**config.mk**
```make
export PLATFORM = sky130hd
export DESIGN_NAME = stack_exec_unit
export DESIGN_NICKNAME = d
export VERILOG_FILES = /design/src/rtl/stk_pkg.sv /design/src/rtl/stk_alu.sv /design/src/rtl/stk_store.sv /design/src/rtl/stack_exec_unit.sv
export SDC_FILE = /design/constraint.sdc
export NUM_CORES = 1
export LEC_CHECK = 0
export BUFFER_PORTS_ARGS = -buffer_cell sky130_fd_sc_hd__buf_2
export CORE_ASPECT_RATIO = 2
export CORE_MARGIN = 4
export CORE_UTILIZATION = 50
export CTS_CLUSTER_SIZE = 28
export DETAILED_ROUTE_END_ITERATION = 6
export GPL_ROUTABILITY_DRIVEN = 1
export PLACE_DENSITY = 0.79
export SYNTH_ARGS = -nofsm -noshare
export SYNTH_HDL_FRONTEND = slang
export SYNTH_SLANG_ARGS = --single-unit
```
**constraint.sdc**
```tcl
create_clock -name clk -period 8.2 [get_ports clk]
set_input_delay 0.82 -clock clk [delete_from_list [all_inputs] [get_ports clk]]
set_output_delay 0.82 -clock clk [all_outputs]
set_load 0.02 [all_outputs]
```
**src/rtl/stk_pkg.sv**
```systemverilog
package stk_pkg;

    typedef enum logic [2:0] {
        OP_NONE = 3'd0,
        OP_PUSH = 3'd1,
        OP_POP  = 3'd2,
        OP_ADD  = 3'd3,
        OP_SUB  = 3'd4,
        OP_MULT = 3'd5
    } op_e;

    typedef enum logic [1:0] {
        ST_HOLD,
        ST_PUSH,
        ST_POP,
        ST_FOLD
    } stk_cmd_e;

    typedef enum logic {
        CTL_IDLE,
        CTL_FILL
    } ctl_e;

    function automatic logic is_arith(input logic [2:0] code);
        return (code == OP_ADD) || (code == OP_SUB) || (code == OP_MULT);
    endfunction

endpackage

```
**src/rtl/stk_alu.sv**
```systemverilog
module stk_alu
    import stk_pkg::*;
#(
    parameter int DATA_W = 16
) (
    input  logic [2:0]        op,
    input  logic [DATA_W-1:0] top,
    input  logic [DATA_W-1:0] nxt,
    output logic [DATA_W-1:0] res
);

    always_comb begin
        unique case (op)
            OP_SUB:  res = top - nxt;
            OP_MULT: res = top * nxt;
            default: res = top + nxt;
        endcase
    end

endmodule

```
**src/rtl/stk_store.sv**
```systemverilog
module stk_store
    import stk_pkg::*;
#(
    parameter int DATA_W = 16,
    parameter int DEPTH  = 8
) (
    input  logic                         clk,
    input  logic                         rst,
    input  stk_cmd_e                     cmd,
    input  logic [DATA_W-1:0]            wdata,
    output logic [$clog2(DEPTH+1)-1:0]   cnt,
    output logic [DATA_W-1:0]            top,
    output logic [DATA_W-1:0]            nxt
);

    localparam int CNT_W = $clog2(DEPTH + 1);
    localparam int PTR_W = (DEPTH > 1) ? $clog2(DEPTH) : 1;
    localparam logic [CNT_W-1:0] FULL_CNT = CNT_W'(DEPTH);
    localparam logic [CNT_W-1:0] TWO      = CNT_W'(2);

    logic [DATA_W-1:0] ent [DEPTH];
    logic [CNT_W-1:0]  cnt_q;
    logic [CNT_W-1:0]  below_top;
    logic [CNT_W-1:0]  below_nxt;

    assign cnt       = cnt_q;
    assign below_top = cnt_q - CNT_W'(1);
    assign below_nxt = cnt_q - TWO;

    for (genvar i = 0; i < DEPTH; i++) begin : g_ent
        localparam logic [CNT_W-1:0] SLOT = CNT_W'(i);
        always_ff @(posedge clk) begin
            if (rst) begin
                ent[i] <= '0;
            end else if ((cmd == ST_PUSH && cnt_q == SLOT) ||
                         (cmd == ST_FOLD && below_nxt == SLOT)) begin
                ent[i] <= wdata;
            end
        end
    end

    always_ff @(posedge clk) begin
        if (rst) begin
            cnt_q <= '0;
        end else begin
            unique case (cmd)
                ST_PUSH:         cnt_q <= cnt_q + CNT_W'(1);
                ST_POP, ST_FOLD: cnt_q <= cnt_q - CNT_W'(1);
                default:         cnt_q <= cnt_q;
            endcase
        end
    end

    assign top = (cnt_q != '0) ? ent[PTR_W'(below_top)] : '0;
    assign nxt = (cnt_q >= TWO) ? ent[PTR_W'(below_nxt)] : '0;

    assert_no_overflow_R7: assert property (@(posedge clk) disable iff (rst)
        (cmd == ST_PUSH) |-> (cnt_q != FULL_CNT));
    assert_pop_nonempty_R8: assert property (@(posedge clk) disable iff (rst)
        (cmd == ST_POP) |-> (cnt_q != '0));
    assert_fold_two_R6: assert property (@(posedge clk) disable iff (rst)
        (cmd == ST_FOLD) |-> (cnt_q >= TWO));
    assert_depth_bound_R7: assert property (@(posedge clk) disable iff (rst)
        cnt_q <= FULL_CNT);

endmodule

```
**src/rtl/stack_exec_unit.sv**
```systemverilog
module stack_exec_unit
    import stk_pkg::*;
#(
    parameter int DATA_W = 16,
    parameter int ADDR_W = 8,
    parameter int DEPTH  = 8
) (
    input  logic              clk,
    input  logic              rst,
    input  logic              instr_valid,
    input  logic [2:0]        instr_op,
    input  logic [ADDR_W-1:0] instr_addr,
    output logic              busy,
    output logic              done,
    output logic              err_underflow,
    output logic              err_overflow,
    output logic              mem_rd_en,
    output logic [ADDR_W-1:0] mem_rd_addr,
    input  logic [DATA_W-1:0] mem_rd_data,
    output logic              mem_wr_en,
    output logic [ADDR_W-1:0] mem_wr_addr,
    output logic [DATA_W-1:0] mem_wr_data
);

    localparam int CNT_W = $clog2(DEPTH + 1);
    localparam logic [CNT_W-1:0] FULL_CNT = CNT_W'(DEPTH);
    localparam logic [CNT_W-1:0] TWO      = CNT_W'(2);

    ctl_e              state_q;
    stk_cmd_e          cmd;
    logic [DATA_W-1:0] wdata;
    logic [DATA_W-1:0] top;
    logic [DATA_W-1:0] nxt;
    logic [DATA_W-1:0] alu_res;
    logic [CNT_W-1:0]  cnt;
    logic              accept;
    logic              fin;
    logic              under;
    logic              over;
    logic              start_fill;

    assign busy   = (state_q == CTL_FILL);
    assign accept = instr_valid && !busy;

    stk_store #(.DATA_W(DATA_W), .DEPTH(DEPTH)) u_store (
        .clk   (clk),
        .rst   (rst),
        .cmd   (cmd),
        .wdata (wdata),
        .cnt   (cnt),
        .top   (top),
        .nxt   (nxt)
    );

    stk_alu #(.DATA_W(DATA_W)) u_alu (
        .op  (instr_op),
        .top (top),
        .nxt (nxt),
        .res (alu_res)
    );

    always_comb begin
        cmd        = ST_HOLD;
        wdata      = mem_rd_data;
        mem_rd_en  = 1'b0;
        mem_wr_en  = 1'b0;
        under      = 1'b0;
        over       = 1'b0;
        fin        = 1'b0;
        start_fill = 1'b0;
        if (busy) begin
            cmd = ST_PUSH;
            fin = 1'b1;
        end else if (accept) begin
            if (instr_op == OP_PUSH) begin
                if (cnt == FULL_CNT) begin
                    over = 1'b1;
                    fin  = 1'b1;
                end else begin
                    mem_rd_en  = 1'b1;
                    start_fill = 1'b1;
                end
            end else if (instr_op == OP_POP) begin
                fin = 1'b1;
                if (cnt == '0) begin
                    under = 1'b1;
                end else begin
                    mem_wr_en = 1'b1;
                    cmd       = ST_POP;
                end
            end else if (is_arith(instr_op)) begin
                fin = 1'b1;
                if (cnt < TWO) begin
                    under = 1'b1;
                end else begin
                    cmd   = ST_FOLD;
                    wdata = alu_res;
                end
            end else begin
                fin = 1'b1;
            end
        end
    end

    assign mem_rd_addr = instr_addr;
    assign mem_wr_addr = instr_addr;
    assign mem_wr_data = top;

    always_ff @(posedge clk) begin
        if (rst) begin
            state_q       <= CTL_IDLE;
            done          <= 1'b0;
            err_underflow <= 1'b0;
            err_overflow  <= 1'b0;
        end else begin
            state_q       <= start_fill ? CTL_FILL : CTL_IDLE;
            done          <= fin;
            err_underflow <= under;
            err_overflow  <= over;
        end
    end

    assert_read_then_busy_R1: assert property (@(posedge clk) disable iff (rst)
        mem_rd_en |=> busy);
    assert_busy_then_done_R1: assert property (@(posedge clk) disable iff (rst)
        busy |=> (done && !busy));
    assert_busy_quiet_R9: assert property (@(posedge clk) disable iff (rst)
        busy |-> (!mem_rd_en && !mem_wr_en));
    assert_underflow_with_done_R6: assert property (@(posedge clk) disable iff (rst)
        err_underflow |-> (done && !err_overflow));
    assert_overflow_with_done_R7: assert property (@(posedge clk) disable iff (rst)
        err_overflow |-> done);

endmodule

```
* Yosys cells after proc, flatten, opt, wreduce, memory -nomap -nowiden *
Memory sizes are Yosys's and may differ from the RTL's.
Index checks and enable logic that the tools add are counted.

operators by class
  equal/unequal tests = 23
  $add $sub $neg = 5
  order comparisons = 2
  reductions and logical operators = 35
  bitwise operators = 10
  $mul = 1
  mux-type cells = 69

operators with widths
  kind                 number
  $mux 16              16
  $mux 1               44
  $eq 4x3->1 const B   8
  $pmux 16 s2          1
  $logic_and 1x1->1    17
  $add 16x16->16       1
  $eq 4x2->1 const B   4
  $mul 16x16->16       1
  $sub 16x16->16       1
  $mux 2               7
  $logic_or 1x1->1     10
  $eq 4x1->1 const B   2
  $logic_not 4->1      2
  $or 1x1->1           8
  $pmux 4 s2           1
  $reduce_or 4->1      2
  $eq 3x2->1 const B   2
  $eq 3x3->1 const B   2
  $add 4x1->4 const B  1
  $eq 2x2->1 const B   2
  $eq 4x4->1 const B   1
  $ge 4x2->1 const B   1
  $lt 4x2->1 const B   1
  $reduce_bool 4->1    1
  other kinds (8)      9

storage, ports and cells
  memories kept = 1
  output and inout port bits = 38
  bits in registers = 8
  logic and storage cells = 151
  input bits = 30
  RAM bits = 128

memories
  memory       words  width  rd ports  clocked after Yosys merged registers in  write ports  RTL line         source
  u_store.ent  8      16     2         0                                        8            stk_store.sv:21  logic [DATA_W-1:0] ent [DEPTH];

* Logic depth before layout (Yosys ltp) *
Gate-level depths: netlist of the first run.

  depth in word-level cells = 15
  gate-level depth with buffers = 37
  mapped depth without buffers = 28

* Hierarchy *
Synthesis of the first run repeated with hierarchy kept, for this count alone.

unflattened totals
  cell total of the unflattened synthesis = 1239
  area, all modules = 12992.5 µm²

by module, submodules not included
  module           cells an instance  times used  area an instance (µm²)
  stk_store        544                1           7315.8
  stk_alu          631                1           5102.4
  stack_exec_unit  64                 1           574.3

* Worst setup path before layout of the first run *
OpenSTA, ideal clock, no wires.

  kind = register to register
  start = register u_store.cnt_q[0] (netlist: u_store.cnt[0])
  end = memory u_store.ent[0][15], data pin
  period minus slack after synthesis = 8287 ps
  path buffers = 9
  arrival = 8018 ps
  setup time = 268 ps
  setup slack = -87 ps
  cell stages (with the launch flop) = 36
  cells stage by stage = dfxtp_1 buf_6 buf_6 buf_2 buf_2 inv_1 ha_1 buf_6 buf_4 buf_2 buf_2 mux4_2 o21a_1 nor2_2 clkbuf_1 inv_1 and2_1 fa_1 inv_1 fa_1 inv_1 fa_1 fa_1 inv_1 fa_1 fa_1 xnor2_1 xnor2_1 xnor2_1 xnor2_1 xnor2_1 xnor3_1 xnor3_1 xnor2_1 o21ai_2 a21oi_1

RTL lines
  item                    RTL line         source
  start, declared         stk_store.sv:22  logic [CNT_W-1:0] cnt_q;
  start signal, assigned  stk_store.sv:47  ST_PUSH: cnt_q <= cnt_q + CNT_W'(1);
  start signal, assigned  stk_store.sv:48  ST_POP, ST_FOLD: cnt_q <= cnt_q - CNT_W'(1);
  start signal, assigned  stk_store.sv:49  default: cnt_q <= cnt_q;
  end, declared           stk_store.sv:21

==> results of run 1 <==
logic make-up (layout without fill, tap and decap cells):
logic type,count (synthesis),after routing,share of synthesized area [%]
flip-flops,136,136,31.2
multiplexers,83,83,12.9
AND/OR/NAND/NOR,402,402,14.1
AO/OA/AOI/OAI,193,193,9.70
buffers and inverters,224,247,7.62
adder cells (fa/ha/maj),153,153,19.6
XOR/XNOR,66,66,4.93
metrics by stage:
| step | hold slack [ns] | cell area [um^2] | worst slack [ns] | utilization (%) | power [W] |
|---|---|---|---|---|---|
| after floorplan | 0.704 | 12900 | 0.00225 | - | 0.00165 |
| after global placement | 0.626 | 13400 | 0.484 | 52.9 | 0.00205 |
| after detailed placement | 0.637 | 13400 | 0.378 | 52.9 | 0.00206 |
| after CTS | 0.632 | 13900 | 0.326 | 55.1 | 0.00277 |
| after global routing | 0.655 | 13900 | 0.0589 | 55.1 | 0.00292 |
| final | 0.634 | 13900 | 0.408 | 55.1 | 0.00282 |
sequential cells by signal, indices dropped and copies added (netlist names):
name,cells
busy,1
err_underflow,1
err_overflow,1
done,1
u_store.cnt,4
u_store.ent,128
power by group through the flow:
stage                     clock [W]  sequential [W]  combinational, W
after floorplan                   0        0.000807          0.000840
after global placement            0        0.000810           0.00124
after detailed placement          0        0.000814           0.00124
after CTS                  0.000718        0.000800           0.00125
after global routing       0.000749        0.000802           0.00137
final                      0.000721        0.000801           0.00130
worst max-delay path, cell delays in order, from the launching register on:
cell and delay (ns):
dfxtp_2 0.35, inv_1 0.09, ha_2 0.49, buf_4 0.29
mux4_2 0.35, a221oi_1 0.32, a31o_2 0.39, inv_1 0.30
nand2_1 0.15, fa_1 0.41, inv_1 0.06, ha_1 0.24
fa_1 0.45, fa_1 0.51, inv_1 0.06, fa_1 0.47
fa_1 0.39, xnor2_1 0.18, xnor2_1 0.16, xnor2_1 0.16
xnor2_1 0.15, xnor2_1 0.14, xnor3_1 0.41, xnor3_1 0.27
xnor2_1 0.19, o21ai_2 0.38, a21oi_1 0.14
layout make-up:
cell class | count | area [um^2]
fillers | 2170 | 11300
inverters | 136 | 510
well taps | 336 | 420
flip-flops and latches | 136 | 4010
clock buffers | 21 | 440
multi-input cells | 897 | 7890
repair buffers | 81 | 538
clock inverters | 9 | 104
layer usage:
metal / track usage [%] / wire length, um / part of all wire [%] / up-vias
met5: 0 / 0 / 0 / -
met2: 52.1 / 21900 / 52 / 680
met1: 29.0 / 12300 / 29 / 5036
li1: - / - / - / 4379
met3: 6.23 / 3430 / 8.1 / 237
met4: 28.0 / 4740 / 11 / 0
worst max path at each step:
stage,startpoint,endpoint,slack [ns],depth (start not counted)
2_1_floorplan,u_store.cnt[0],u_store.ent[0][15],0.002,34
3_3_place_gp,u_store.cnt[1],u_store.ent[3][15],0.48,26
3_5_place_dp,u_store.cnt[1],u_store.ent[0][15],0.38,26
4_1_cts,u_store.cnt[1],u_store.ent[4][15],0.33,26
5_1_grt,u_store.cnt[1],u_store.ent[4][15],0.06,26
6_report,u_store.cnt[1],u_store.ent[4][15],0.41,26
placed cells by master, fill, tap and decap left out, types with 4 or more instances in the layout:
cell	instances
a41oi_1	4
a32oi_1	4
and2_1	11
clkbuf_16	17
and3_1	5
o21ai_1	5
fa_1	80
nand2_1	93
clkinvlp_4	4
xor2_1	19
ha_1	72
or4_1	4
o31ai_1	10
a31oi_1	8
a21o_1	14
dfxtp_1	6
nor3_1	24
o21a_1	5
edfxtp_1	128
mux2i_1	18
a221oi_1	4
mux4_1	5
o21ai_0	44
xnor2_1	43
xnor3_1	4
nor2b_1	4
inv_1	133
nand3_1	5
a21oi_1	49
clkbuf_1	4
nor4_1	8
mux4_2	59
or2_2	17
buf_4	35
nand2b_1	25
clkinv_1	4
a211oi_1	16
o21bai_1	8
buf_2	43
nor2_1	184
==> results.py, run 1 <==
metrics = {
    "run": {
        "drv_cap": 0,
    },
    "die": {
        "die_h_um": 235,
        "io_pins": 68,
        "die_w_um": 121,
        "core_um2": 25200,
        "die_area_um2": 28500,
        "num_rows": 82,
        "initial_utilization_pct": 50.9,
    },
    "global_route": {
        "grt_max_degree": 69,
        "grt_pass1_vias": 10700,
        "grt_remaining_overflow": 0,
        "antenna_found_initial": 0,
        "grt_use_total_pct": 30.2,
        "grt_pass1_wl_mm": 63.0,
    },
    "routing": {
        "ant_nets": 0,
        "wl_per_cell_um": 26.2,
        "firstDrtPassIters": 6,
        "via_per_inst": 6.39,
        "num_vias": 10332,
        "routed_wl_mm": 42.4,
        "drt_iter0_markers": 1289,
        "route.detailed.drc": 0,
    },
    "sta": {
        "finalSetupTns_ns": 0,
        "max_slew.worst_pin.slew_ns": 1.32,
        "rsz0062_at_grt": "no",
        "final.setup_skew_ns": 0.00863,
        "fin_crit_sh_pct": 95.0,
        "slew-limit-headroom_pct": 11.8,
        "min_period_ns": 7.79,
        "setup_viol": 0,
        "fmax_mhz": 128,
        "slew_viol_final": 0,
        "hold_violations": 0,
    },
    "critical_path": {
        "crit_required_ns": 8.36,
        "end_kind": "flip-flop",
        "rr_endpoint": "u_store.ent[4][15]",
        "cp_max_fo": 12,
        "reg2reg_from": "u_store.cnt[1]",
        "start_kind": "flip-flop",
        "rrSetupSlack_ns": 0.41,
        "r2r_cells": 26,
        "path_class": "flip-flop to flip-flop",
        "crit_arrival_ns": 7.96,
    },
    "clocking": {
        "clk_latency_ns": 0.44,
        "cts.sinks": 136,
        "clk_pin_slew_ns": 0.06,
        "post_cts_resized": 0,
        "cts_tree": "built",
        "root_buffer": "clkbuf_16",
        "postCtsSetupBuffers": 0,
        "cts_max_level": 4,
        "cts_hold_buf": 0,
        "numCtsBuffers": 17,
        "clk_path_buf_depth": 2,
    },
    "yosys": {
        "ys.flop_type": "edfxtp_1",
        "async_flop_share_pct": 0,
        "synth-seq-cells": 136,
        "netlist_instances": 1257,
        "synth_common_cells": "nor2_1 (184), inv_1 (133), edfxtp_1 (128), nand2_1 (93), fa_1 (80)",
        "yosys_warnings": 0,
        "syn-num-nets": 1440,
        "synth_area_um2": 12900,
        "synth_edf_count": 128,
        "syn_avg_cell_area_um2": 10.2,
        "ys_seq_area_share_pct": 31.2,
        "ys_types": 66,
        "synth_top_cell_by_area": "edfxtp_1",
        "yosysMostFrequentCell": "nor2_1",
        "synthTopCellsByArea": "edfxtp_1 (30%), fa_1 (12%), mux4_2 (10%)",
        "synth_top_area_share_pct": 29.9,
    },
    "layout": {
        "drive_gt1_share_pct": 15.8,
        "fin_cells": 1616,
        "nNetsFinal": 1452,
        "area_growth_pct": 8.24,
        "antenna_cells": 0,
    },
    "hold_path": {
        "hp-start": "instr_valid",
        "holdPathEnd": "done",
        "whs_path_depth": 3,
        "min_path_type": "input pin to flip-flop",
    },
    "power_and_ir_drop": {
        "seqPwrFrac_pct": 28.3,
        "combPwrFrac_pct": 46.1,
        "switchingPower_w": 0.00115,
        "power.leakage_nw": 5.68,
        "clock_power_share_pct": 25.5,
        "p_per_area_nw_per_um2": 203,
        "peakVddDrop_mv": 0.159,
        "p_int_w": 0.00167,
        "switching_share_pct": 40.8,
    },
    "outcome": {
        "status": "completed",
    },
    "placement": {
        "place_inst": 1586,
        "dp_hpwl_mm": 31.7,
        "io_buffers": 43,
        "gp_congestion": 1.04,
    },
}
No activity file was read; power rests on OpenSTA's default activity.
==> inputs of run 2 (changes only) <==
--- a/config.mk
+++ b/config.mk
@@ -13,6 +13,7 @@
 export DETAILED_ROUTE_END_ITERATION = 6
 export GPL_ROUTABILITY_DRIVEN = 1
 export PLACE_DENSITY = 0.79
+export REMOVE_ABC_BUFFERS = 1
 export SYNTH_ARGS = -nofsm -noshare
 export SYNTH_HDL_FRONTEND = slang
 export SYNTH_SLANG_ARGS = --single-unit
==> results.py, run 2 (same netlist as run 1, synthesis figures left out) <==
metrics = {
    "outcome": {
        "status": "completed",
    },
    "die": {
        "die_area_um2": 28500,
        "die_w_um": 121,
        "io_pins": 68,
        "die_h_um": 235,
        "initial_utilization_pct": 50.9,
        "num_rows": 82,
        "core_um2": 25200,
    },
    "global_route": {
        "antenna_found_initial": 0,
        "grt_pass1_vias": 10662,
        "grt_pass1_wl_mm": 62.1,
        "grt_max_degree": 40,
        "grt_use_total_pct": 29.3,
        "grt_remaining_overflow": 0,
    },
    "power_and_ir_drop": {
        "p_per_area_nw_per_um2": 198,
        "power.total_w": 0.00276,
        "peakVddDrop_mv": 0.162,
        "power.leakage_nw": 5.72,
    },
    "sta": {
        "max_slew.worst_pin.slew_ns": 1.22,
        "hold_violations": 0,
        "rsz0062_at_grt": "no",
        "slew_viol_final": 0,
        "setup_viol": 0,
        "slew-limit-headroom_pct": 18.7,
        "fin_crit_sh_pct": 95.8,
        "min_period_ns": 7.86,
        "final.setup_skew_ns": 0.0130,
        "setup_slack_ns": 0.342,
        "fmax_mhz": 127,
    },
    "routing": {
        "num_vias": 10315,
        "routed_wl_mm": 41.2,
        "route.detailed.drc": 0,
        "drt_iter0_markers": 1068,
        "firstDrtPassIters": 5,
        "ant_nets": 0,
        "via_per_inst": 6.36,
        "wl_per_cell_um": 25.4,
    },
    "critical_path": {
        "crit_required_ns": 8.36,
        "crit_buf_inv": 4,
        "worstPathCellList": "buf_4 -> mux4_2 -> mux2i_1 -> or2_2 -> a21oi_1 -> fa_1 -> inv_1 -> fa_1 -> inv_1 -> fa_1 -> fa_1 -> inv_1 -> fa_1 -> fa_1 -> xnor2_1 -> xnor2_1 -> xnor2_1 -> xnor2_1 -> xnor2_1 -> xnor3_1 -> xnor3_1 -> xnor2_1 -> o21ai_2 -> a21oi_1",
        "r2r_cells": 24,
        "path_class": "flip-flop to flip-flop",
        "cp_slowest_stage_delay_ns": 0.59,
        "path_depth": 24,
        "crit_arrival_ns": 8.02,
        "end_kind": "flip-flop",
        "cpMaxStageDelayCell": "mux4_2",
        "cp_max_fo": 39,
        "start_kind": "flip-flop",
        "crit_family": "adder cells",
    },
    "hold_path": {
        "min_path_type": "input pin to flip-flop",
        "whs_path_depth": 3,
    },
    "clocking": {
        "cts_tree": "built",
        "clk_pin_slew_ns": 0.06,
        "cts_max_level": 4,
        "numCtsBuffers": 17,
        "cts_hold_buf": 0,
        "clk_latency_ns": 0.43,
        "cts.sinks": 136,
        "clk_path_buf_depth": 2,
        "root_buffer": "clkbuf_16",
    },
    "layout": {
        "layout_common_cells": "nor2_1 (184), inv_1 (133), edfxtp_1 (128)",
        "top_register": "u_store.ent",
        "nNetsFinal": 1456,
        "fillCellCount": 2231,
        "antenna_cells": 0,
        "area_growth_pct": 8.50,
        "layout_commonest_cell": "nor2_1",
        "regArea_um2": 4010,
        "largest_register_ffs": 128,
        "multi_input_area_um2": 7890,
        "drive_gt1_share_pct": 16.3,
    },
    "placement": {
        "gp_congestion": 1.03,
        "io_buffers": 43,
        "dp_hpwl_mm": 31.4,
        "pre_cts_ws_ns": 0.376,
    },
    "run": {
        "drv_cap": 0,
    },
}
-- run 2: changes by cell type in the layout (fill, tap and decap cells not counted), sizes merged --
cell      before  now
clkinv         6   11
clkbuf        21   18
inv          133  134
clkinvlp       4    3
buf           81   85
-- run 2: worst register-to-register path, delay by kind of cell, from the launching register on --
kind	cells	cell delay [ns]
AOI/OAI and AO/OA	3	0.63
xor gates and xnor gates	8	1.57
adders and majority gates	6	2.84
buffers and inverters	4	0.71
DFF	1	0.32
muxes	2	1.11
and+or+nand+nor	1	0.41
-- run 2: layout make-up --
| class | instances | area share [%] |
|---|---|---|
| inverter | 136 | 3.66 |
| clock inverter | 14 | 0.951 |
| sequential | 136 | 28.7 |
| timing repair buffer | 85 | 3.98 |
| clock buffer | 18 | 3.08 |
| tap | 336 | 3.01 |
| multi-input combinational | 897 | 56.6 |
-- run 2: worst paths after layout --
| kind | start | to | slack, ns |
|---|---|---|---|
| max reg2reg | u_store.cnt[1] | u_store.ent[4][15] | 0.34 |
| min | instr_valid | done | 0.65 |
| min reg2reg | u_store.cnt[2] | u_store.cnt[2] | 0.65 |
| max | u_store.cnt[1] | u_store.ent[4][15] | 0.34 |
-- run 2: metrics by stage --
stage / instance area (um^2) / setup TNS [ns] / std cells / util (%) / hold WS [ns]
after global routing: 13900 / 0 / 1622 / 55.2 / 0.684
after floorplan: 12400 / -175.29 / 1169 / - / 0.604
final: 13900 / 0 / 1622 / 55.2 / 0.655
after CTS: 13900 / 0 / 1622 / 55.2 / 0.641
after global placement: 13400 / 0 / 1590 / 53.0 / 0.611
after detailed placement: 13400 / 0 / 1590 / 53.0 / 0.636
-- run 2: power by group --
group	leakage (nW)	switching [W]	internal, W
combinational	4.06	0.000782	0.000448
clock	0.271	0.000287	0.000442
sequential	1.39	0.0000208	0.000785
-- run 2: repair_timing --
action	in CTS	in global routing
gates resized for setup	0	1
setup buffers	0	0
setup endpoints to repair	0	1
-- run 2: metal layers --
metal  routed length, um  share of wire, %  vias up  GRT usage (%)
met5                   0                 0        -              0
met4                3700               9.0        0           22.6
met2               22000                53      705           52.5
met1               12400                30     4997           29.1
li1                    -                 -     4387              -
met3                3210               7.8      226           5.13
